`src/rtl/fwseq_pkg.sv`:
```
`timescale 1ns/1ps
package fwseq_pkg;

    localparam int WP_MIN_NS    = 60;   // strobe low
    localparam int WPH_MIN_NS   = 30;   // strobe high between pulses
    localparam int DSU_MIN_NS   = 50;   // data setup to rising strobe
    localparam int ASU_MIN_NS   = 55;   // address setup to rising strobe
    localparam int RDREC_MIN_NS = 35;   // rising strobe to next read
    localparam int BUSY_MAX_NS  = 500;  // rising strobe to busy low

    function automatic int ceil_div(input int num, input int den);
        return (num + den - 1) / den;
    endfunction

    function automatic int imax(input int a, input int b);
        return (a > b) ? a : b;
    endfunction

    // recovery from reset depends on array density
    function automatic int rst_recov_ns(input int mbit);
        if (mbit <= 32)      return 150;
        else if (mbit <= 64) return 180;
        else                 return 210;
    endfunction

    typedef enum logic [2:0] {
        ST_RECOV,
        ST_IDLE,
        ST_SETUP,
        ST_PULSE,
        ST_HOLD,
        ST_WAIT
    } wr_state_e;

    typedef enum logic [1:0] {
        BW_IDLE,
        BW_LOW,
        BW_HIGH
    } bw_state_e;

endpackage

```
`src/rtl/fwseq_busy_watch.sv`:
```
`timescale 1ns/1ps
module fwseq_busy_watch
    import fwseq_pkg::*;
#(
    parameter int CLK_NS = 10
) (
    input  logic clk,
    input  logic rst_n,
    input  logic start_i,
    input  logic busy_n_i,
    output logic done_o,
    output logic fail_o
);
    localparam int LIMIT = ceil_div(BUSY_MAX_NS, CLK_NS);
    localparam int TW    = $clog2(LIMIT + 1);
    localparam logic [TW-1:0] LIMIT_C = TW'(LIMIT);

    typedef struct packed {
        bw_state_e      st;
        logic [TW-1:0]  tmr;
        logic           done;
        logic           fail;
    } bw_regs_t;

    bw_regs_t q, d;

    always_comb begin
        d      = q;
        d.done = 1'b0;
        d.fail = 1'b0;
        case (q.st)
            BW_IDLE: begin
                if (start_i) begin
                    d.tmr = TW'(1);
                    d.st  = busy_n_i ? BW_LOW : BW_HIGH;
                end
            end
            BW_LOW: begin
                if (!busy_n_i) begin
                    d.st = BW_HIGH;
                end else if (q.tmr >= LIMIT_C) begin
                    d.st   = BW_IDLE;
                    d.done = 1'b1;
                    d.fail = 1'b1;
                end else begin
                    d.tmr = q.tmr + TW'(1);
                end
            end
            BW_HIGH: begin
                if (busy_n_i) begin
                    d.st   = BW_IDLE;
                    d.done = 1'b1;
                end
            end
            default: d.st = BW_IDLE;
        endcase
    end

    always_ff @(posedge clk or negedge rst_n) begin
        if (!rst_n) begin
            q <= '{st: BW_IDLE, tmr: '0, done: 1'b0, fail: 1'b0};
        end else begin
            q <= d;
        end
    end

    assign done_o = q.done;
    assign fail_o = q.fail;

    p_fail_with_done_r7: assert property (@(posedge clk) disable iff (!rst_n)
        fail_o |-> done_o);
    p_timer_bound_r7: assert property (@(posedge clk) disable iff (!rst_n)
        (q.st == BW_LOW) |-> (q.tmr <= LIMIT_C));

endmodule

```
`src/rtl/fwseq_ctrl.sv`:
```
`timescale 1ns/1ps
module fwseq_ctrl
    import fwseq_pkg::*;
#(
    parameter int CLK_NS       = 10,
    parameter int DENSITY_MBIT = 64,
    parameter int ADDR_W       = 22,
    parameter int DATA_W       = 16
) (
    input  logic              clk,
    input  logic              rst_n,
    input  logic              req_valid,
    input  logic [ADDR_W-1:0] req_addr,
    input  logic [DATA_W-1:0] req_data,
    output logic              req_ready,
    input  logic              bw_done,
    input  logic              bw_fail,
    output logic              bw_start,
    output logic              wr_done,
    output logic              wr_fail,
    output logic              ce_n,
    output logic              we_n,
    output logic [ADDR_W-1:0] addr,
    output logic [DATA_W-1:0] dq,
    output logic              dq_oe,
    output logic              vpen
);
    localparam int RST_CYC = ceil_div(rst_recov_ns(DENSITY_MBIT), CLK_NS);
    localparam int WP_CYC  = ceil_div(WP_MIN_NS, CLK_NS);
    localparam int WPH_CYC = ceil_div(WPH_MIN_NS, CLK_NS);
    localparam int SU_CYC  = ceil_div(imax(ASU_MIN_NS, DSU_MIN_NS), CLK_NS);
    localparam int REC_CYC = ceil_div(RDREC_MIN_NS, CLK_NS);
    // one setup cycle precedes the low phase, so the low phase covers the rest
    localparam int LOW_CYC = imax(WP_CYC, SU_CYC - 1);
    localparam int GAP_CYC = imax(WPH_CYC, REC_CYC);
    localparam int CW      = $clog2(imax(RST_CYC, imax(LOW_CYC, GAP_CYC)) + 1);

    typedef struct packed {
        wr_state_e          st;
        logic [CW-1:0]      cnt;
        logic [CW-1:0]      gap;
        logic [ADDR_W-1:0]  addr;
        logic [DATA_W-1:0]  data;
        logic               ce_n;
        logic               we_n;
        logic               oe;
        logic               vpen;
        logic               start;
        logic               done;
        logic               fail;
    } ctl_regs_t;

    ctl_regs_t q, d;

    assign req_ready = (q.st == ST_IDLE) && (q.gap == '0);

    always_comb begin
        d       = q;
        d.start = 1'b0;
        d.done  = 1'b0;
        if (q.gap != '0) d.gap = q.gap - CW'(1);
        case (q.st)
            ST_RECOV: begin
                if (q.cnt == '0) d.st = ST_IDLE;
                else             d.cnt = q.cnt - CW'(1);
            end
            ST_IDLE: begin
                if (req_valid && req_ready) begin
                    d.st   = ST_SETUP;
                    d.addr = req_addr;
                    d.data = req_data;
                    d.ce_n = 1'b0;
                    d.oe   = 1'b1;
                    d.vpen = 1'b1;
                    d.fail = 1'b0;
                end
            end
            ST_SETUP: begin
                d.st   = ST_PULSE;
                d.we_n = 1'b0;
                d.cnt  = CW'(LOW_CYC - 1);
            end
            ST_PULSE: begin
                if (q.cnt == '0) begin
                    d.st    = ST_HOLD;
                    d.we_n  = 1'b1;
                    d.gap   = CW'(GAP_CYC);
                    d.start = 1'b1;
                end else begin
                    d.cnt = q.cnt - CW'(1);
                end
            end
            ST_HOLD: begin
                d.st   = ST_WAIT;
                d.ce_n = 1'b1;
                d.oe   = 1'b0;
            end
            ST_WAIT: begin
                if (bw_done) begin
                    d.st   = ST_IDLE;
                    d.vpen = 1'b0;
                    d.done = 1'b1;
                    d.fail = bw_fail;
                end
            end
            default: d.st = ST_IDLE;
        endcase
    end

    always_ff @(posedge clk or negedge rst_n) begin
        if (!rst_n) begin
            q <= '{st: ST_RECOV, cnt: CW'(RST_CYC - 1), gap: '0,
                   addr: '0, data: '0, ce_n: 1'b1, we_n: 1'b1, oe: 1'b0,
                   vpen: 1'b0, start: 1'b0, done: 1'b0, fail: 1'b0};
        end else begin
            q <= d;
        end
    end

    assign bw_start = q.start;
    assign wr_done  = q.done;
    assign wr_fail  = q.fail;
    assign ce_n     = q.ce_n;
    assign we_n     = q.we_n;
    assign addr     = q.addr;
    assign dq       = q.data;
    assign dq_oe    = q.oe;
    assign vpen     = q.vpen;

    // observation counters for the interval properties
    logic [15:0] since_rst_q, low_run_q, high_run_q;
    always_ff @(posedge clk or negedge rst_n) begin
        if (!rst_n) begin
            since_rst_q <= '0;
            low_run_q   <= '0;
            high_run_q  <= '1;
        end else begin
            if (since_rst_q != '1) since_rst_q <= since_rst_q + 16'd1;
            low_run_q <= we_n ? 16'd0 : low_run_q + 16'd1;
            if (!we_n)                high_run_q <= '0;
            else if (high_run_q != '1) high_run_q <= high_run_q + 16'd1;
        end
    end

    p_ready_after_recovery_r1: assert property (@(posedge clk) disable iff (!rst_n)
        req_ready |-> (since_rst_q >= 16'(RST_CYC)));
    p_pulse_width_r2: assert property (@(posedge clk) disable iff (!rst_n)
        $rose(we_n) |-> (low_run_q >= 16'(WP_CYC)));
    p_bus_stable_r3: assert property (@(posedge clk) disable iff (!rst_n)
        !we_n |-> ($stable(addr) && $stable(dq) && dq_oe));
    p_ce_covers_we_r4: assert property (@(posedge clk) disable iff (!rst_n)
        !we_n |-> !ce_n);
    p_high_gap_r5: assert property (@(posedge clk) disable iff (!rst_n)
        $fell(we_n) |-> (high_run_q >= 16'(WPH_CYC)));
    p_no_ready_in_cycle_r6: assert property (@(posedge clk) disable iff (!rst_n)
        (!ce_n || q.st == ST_WAIT) |-> !req_ready);
    p_vpen_held_r8: assert property (@(posedge clk) disable iff (!rst_n)
        !ce_n |-> vpen);
    p_single_done_r10: assert property (@(posedge clk) disable iff (!rst_n)
        wr_done |=> !wr_done);

endmodule

```
`src/rtl/fwseq_top.sv`:
```
`timescale 1ns/1ps
module fwseq_top #(
    parameter int CLK_NS       = 10,
    parameter int DENSITY_MBIT = 64,
    parameter int ADDR_W       = 22,
    parameter int DATA_W       = 16
) (
    input  logic              clk,
    input  logic              rst_n,
    input  logic              req_valid,
    output logic              req_ready,
    input  logic [ADDR_W-1:0] req_addr,
    input  logic [DATA_W-1:0] req_data,
    output logic              wr_done,
    output logic              wr_fail,
    output logic              fl_ce_n,
    output logic              fl_we_n,
    output logic [ADDR_W-1:0] fl_addr,
    output logic [DATA_W-1:0] fl_dq,
    output logic              fl_dq_oe,
    output logic              fl_vpen,
    input  logic              fl_busy_n
);
    logic bw_start, bw_done, bw_fail;

    fwseq_ctrl #(
        .CLK_NS(CLK_NS), .DENSITY_MBIT(DENSITY_MBIT),
        .ADDR_W(ADDR_W), .DATA_W(DATA_W)
    ) u_ctrl (
        .clk(clk), .rst_n(rst_n),
        .req_valid(req_valid), .req_addr(req_addr), .req_data(req_data),
        .req_ready(req_ready),
        .bw_done(bw_done), .bw_fail(bw_fail), .bw_start(bw_start),
        .wr_done(wr_done), .wr_fail(wr_fail),
        .ce_n(fl_ce_n), .we_n(fl_we_n), .addr(fl_addr), .dq(fl_dq),
        .dq_oe(fl_dq_oe), .vpen(fl_vpen)
    );

    fwseq_busy_watch #(.CLK_NS(CLK_NS)) u_busy (
        .clk(clk), .rst_n(rst_n), .start_i(bw_start), .busy_n_i(fl_busy_n),
        .done_o(bw_done), .fail_o(bw_fail)
    );

endmodule

```
`config.mk`:
```
export PLATFORM = sky130hd
export DESIGN_NAME = fwseq_top
export DESIGN_NICKNAME = d
export VERILOG_FILES = /design/src/rtl/fwseq_pkg.sv /design/src/rtl/fwseq_busy_watch.sv /design/src/rtl/fwseq_ctrl.sv /design/src/rtl/fwseq_top.sv
export SDC_FILE = /design/constraint.sdc
export NUM_CORES = 1
export LEC_CHECK = 0
export BUFFER_PORTS_ARGS = -buffer_cell sky130_fd_sc_hd__buf_4
export CAP_MARGIN = 20
export CORE_UTILIZATION = 25
export DETAILED_ROUTE_END_ITERATION = 6
export PLACE_DENSITY = 0.5
export SLEW_MARGIN = 20
export SYNTH_ARGS = -nofsm -noshare
export SYNTH_HDL_FRONTEND = slang
export SYNTH_SLANG_ARGS = --single-unit
```
`constraint.sdc`:
```
create_clock -name clk -period 4.5 [get_ports clk]
set_input_delay 1.35 -clock clk [delete_from_list [all_inputs] [get_ports clk]]
set_output_delay 1.35 -clock clk [all_outputs]
set_load 0.02 [all_outputs]
```
==> metrics <==
Slew @ Worst Pin=about 0.9 ns; total die area=roughly 14000 um2; I/O Buffers=86; DRC Markers=0; Critical Path Fanout Max=3; Top FF cell, synth=dfrtp_1; Max Transition Viols Final=0; Num CTS Buffers=9; Syn Area/Cell=12.3 um2; vias in the first global route=between 2000 and 2500; top-count cell post-synth=dfrtp_1; area of the multi-input gates=1320 um2; synth cell count leaders=dfrtp_1, buf_4, mux2_4, inv_1, nand2_1; Setup crit end kind=output pin; die height=120 um; Reg2Reg Depth=7; area growth from synthesis to layout=24.0%; routability cong.=0.756; Cells after Synth=283; Synth Register Bits=68; post_cts resized=0; layout cells sized above 1=44.4%; Hold Violations, Final=0; Startpoint Class=flop; CORE AREA=13400 um2; Initial Utilization=approximately a quarter; Placed Cells=498; Yosys warnings=0; Vias=2152; Syn Std Cell Area=3470 um2; Non-Filler Instances=just over 500; Setup Skew=around 0.0055 ns; largest net degree at the start of global routing=69; worst hold path class=reg2reg; slew margin rel.=39.8%; sequential area share after synthesis=49.2%; arrival time at the worst endpoint=1.70 ns; Power Density=736 nW/um2; Bufs on Longest Clock Path=2; Setup TNS Final=0 ns; Peak VDD IR=0.194 mV; fill cell count=about 1400; hpwl dp=4590 um; CP required=3.15 ns; Syn Nets=332; fraction of registers with async set/reset=100%; IO Count=87; synth unique cells=49; CTS tree=built; Total Routing Usage GR=about a tenth; layout net count=382; status=finished, final reports clean; Seq. cell area=1710 um2; Iter 0 DRT Violations=102; Die X=120 um; hold bufs inserted after CTS=0; RSZ-0062 raised after global routing=false; cell taking the most area after synthesis=dfrtp_1; Leak=2.13 nW; Via-to-Cell Ratio=4.19; cells taking the most area after synthesis=dfrtp_1, mux2_4, buf_4, dfstp_2, ha_1; total grt overflow=0; final setup vio count=0; Max-cap violations=0; clk sinks=around 70; DRT Pass-1 Iters=4; Antenna Cells=0; Tcrit/Tclk final=about 68%; H-tree depth=3; Root Buffer=clkbuf_16; first-pass GRT wire length=10800 um; post-CTS setup buffers=0; WL final=6690 um; wire per inst=13.0 um; kind of critical path=reg2out; WHS Path Cells=1; FMAX=328 MHz; post-route ant nets=0; initial antenna violation count=0; EDFF count, synth=0; Rows=42; Yosys top cell area share=46.1%; clk slew on worst S/H paths=roughly 0.050 ns; post-layout min period=approximately 3 ns; worst skew pair latency=0.33 ns
[routing by layer]
| metal | global-route usage (%) | routed length [um] | up-vias |
|---|---|---|---|
| met5 | 0 | 0 | - |
| met4 | 4.22 | 89 | 0 |
| met3 | 3.23 | 355 | 7 |
| met2 | 14.1 | 2940 | 60 |
| met1 | 13.4 | 3310 | 1041 |
| li1 | - | - | 1044 |
[critical path, cell delays in order, from the launching register on]
cell and delay [ns]:
dfrtp_1 0.37, inv_1 0.09, ha_1 0.21, nand2_1 0.09
nor4_1 0.39, buf_4 0.22
[sequential cells by signal, indices dropped and copies added, names as in the netlist]
signal and flops:
u_ctrl.addr 22, u_ctrl.dq 16, u_ctrl.q 13, u_busy.q 8, u_busy.done_o 1, u_busy.fail_o 1, u_ctrl.bw_start 1, u_ctrl.ce_n 1
u_ctrl.dq_oe 1, u_ctrl.vpen 1, u_ctrl.we_n 1, u_ctrl.wr_done 1, u_ctrl.wr_fail 1
[final timing paths]
| path | slack, ns | to | start |
|---|---|---|---|
| max | 1.45 | req_ready | u_ctrl.q[45] |
| min | 0.47 | u_ctrl.q[54] | u_ctrl.q[54] |
| max reg2reg | 1.69 | u_ctrl.addr[21] | u_ctrl.q[45] |
| min reg2reg | 0.47 | u_ctrl.q[54] | u_ctrl.q[54] |
| max in group asynchronous | 2.77 | u_ctrl.q[55] | rst_n |
| min in group asynchronous | 1.14 | u_ctrl.addr[3] | rst_n |
[final cells by class]
cell class                      instances  area share [%]
Tap cell                              176            5.11
Sequential cell                        68            39.6
Clock buffer                           10            5.55
Timing Repair Buffer                   87            15.2
Multi-Input combinational cell        153            30.7
Clock inverter                          6            2.59
Inverter                               14            1.22
[cell usage in the layout (no fill, tap or decap), types with 2 or more instances in the layout]
| cell | synthesis | layout |
|---|---|---|
| nor4_1 | 2 | 2 |
| nand3_1 | 10 | 10 |
| nor3_1 | 7 | 7 |
| inv_1 | 14 | 14 |
| dfrtp_1 | 64 | 64 |
| o22a_1 | 2 | 2 |
| nor2b_1 | 3 | 3 |
| ha_1 | 7 | 7 |
| buf_4 | 38 | 87 |
| clkbuf_16 | 0 | 9 |
| nand2b_1 | 5 | 5 |
| mux2i_1 | 2 | 2 |
| xnor2_1 | 3 | 3 |
| nand2_1 | 12 | 12 |
| o31a_1 | 2 | 2 |
| nor2_1 | 9 | 9 |
| a21oi_1 | 9 | 9 |
| and2_1 | 4 | 4 |
| and3_1 | 3 | 3 |
| dfstp_2 | 4 | 4 |
| bufinv_16 | 0 | 3 |
| o21ai_0 | 10 | 10 |
| mux2_4 | 38 | 38 |
| o211ai_1 | 2 | 2 |
[metrics by stage]
stage | utilization [%] | instance area [um2] | power [W] | hold slack, ns | setup slack, ns
final | 32.1 | 4310 | 0.00317 | 0.470 | 1.45
after global routing | 32.1 | 4310 | 0.00336 | 0.482 | 1.35
after CTS | 32.1 | 4310 | 0.00321 | 0.473 | 1.43
after detailed placement | 29.5 | 3960 | 0.00236 | 0.465 | 1.36
after global placement | 29.5 | 3960 | 0.00235 | 0.463 | 1.38
after floorplan | - | 3470 | 0.00215 | 0.451 | 1.73
[logic make-up (layout without fill, tap and decap cells)]
kind of cell    Yosys count  in the layout  share of synthesized area [%]
simple gates             62             62                           9.95
flops                    68             68                           49.2
compound gates           41             41                           7.82
fa+ha+maj                 7              7                           2.52
mux                      40             40                           17.0
buf+inv                  62            117                           12.8
xor+xnor                  3              3                          0.757
[power by group]
group	switching (W)	internal [W]	leakage (nW)
logic	0.000595	0.000663	1.13
clock network	0.000262	0.000556	0.169
registers	0.000213	0.000879	0.839
total	0.00107	0.00210	2.13
Power figures use the tool's default switching activity.
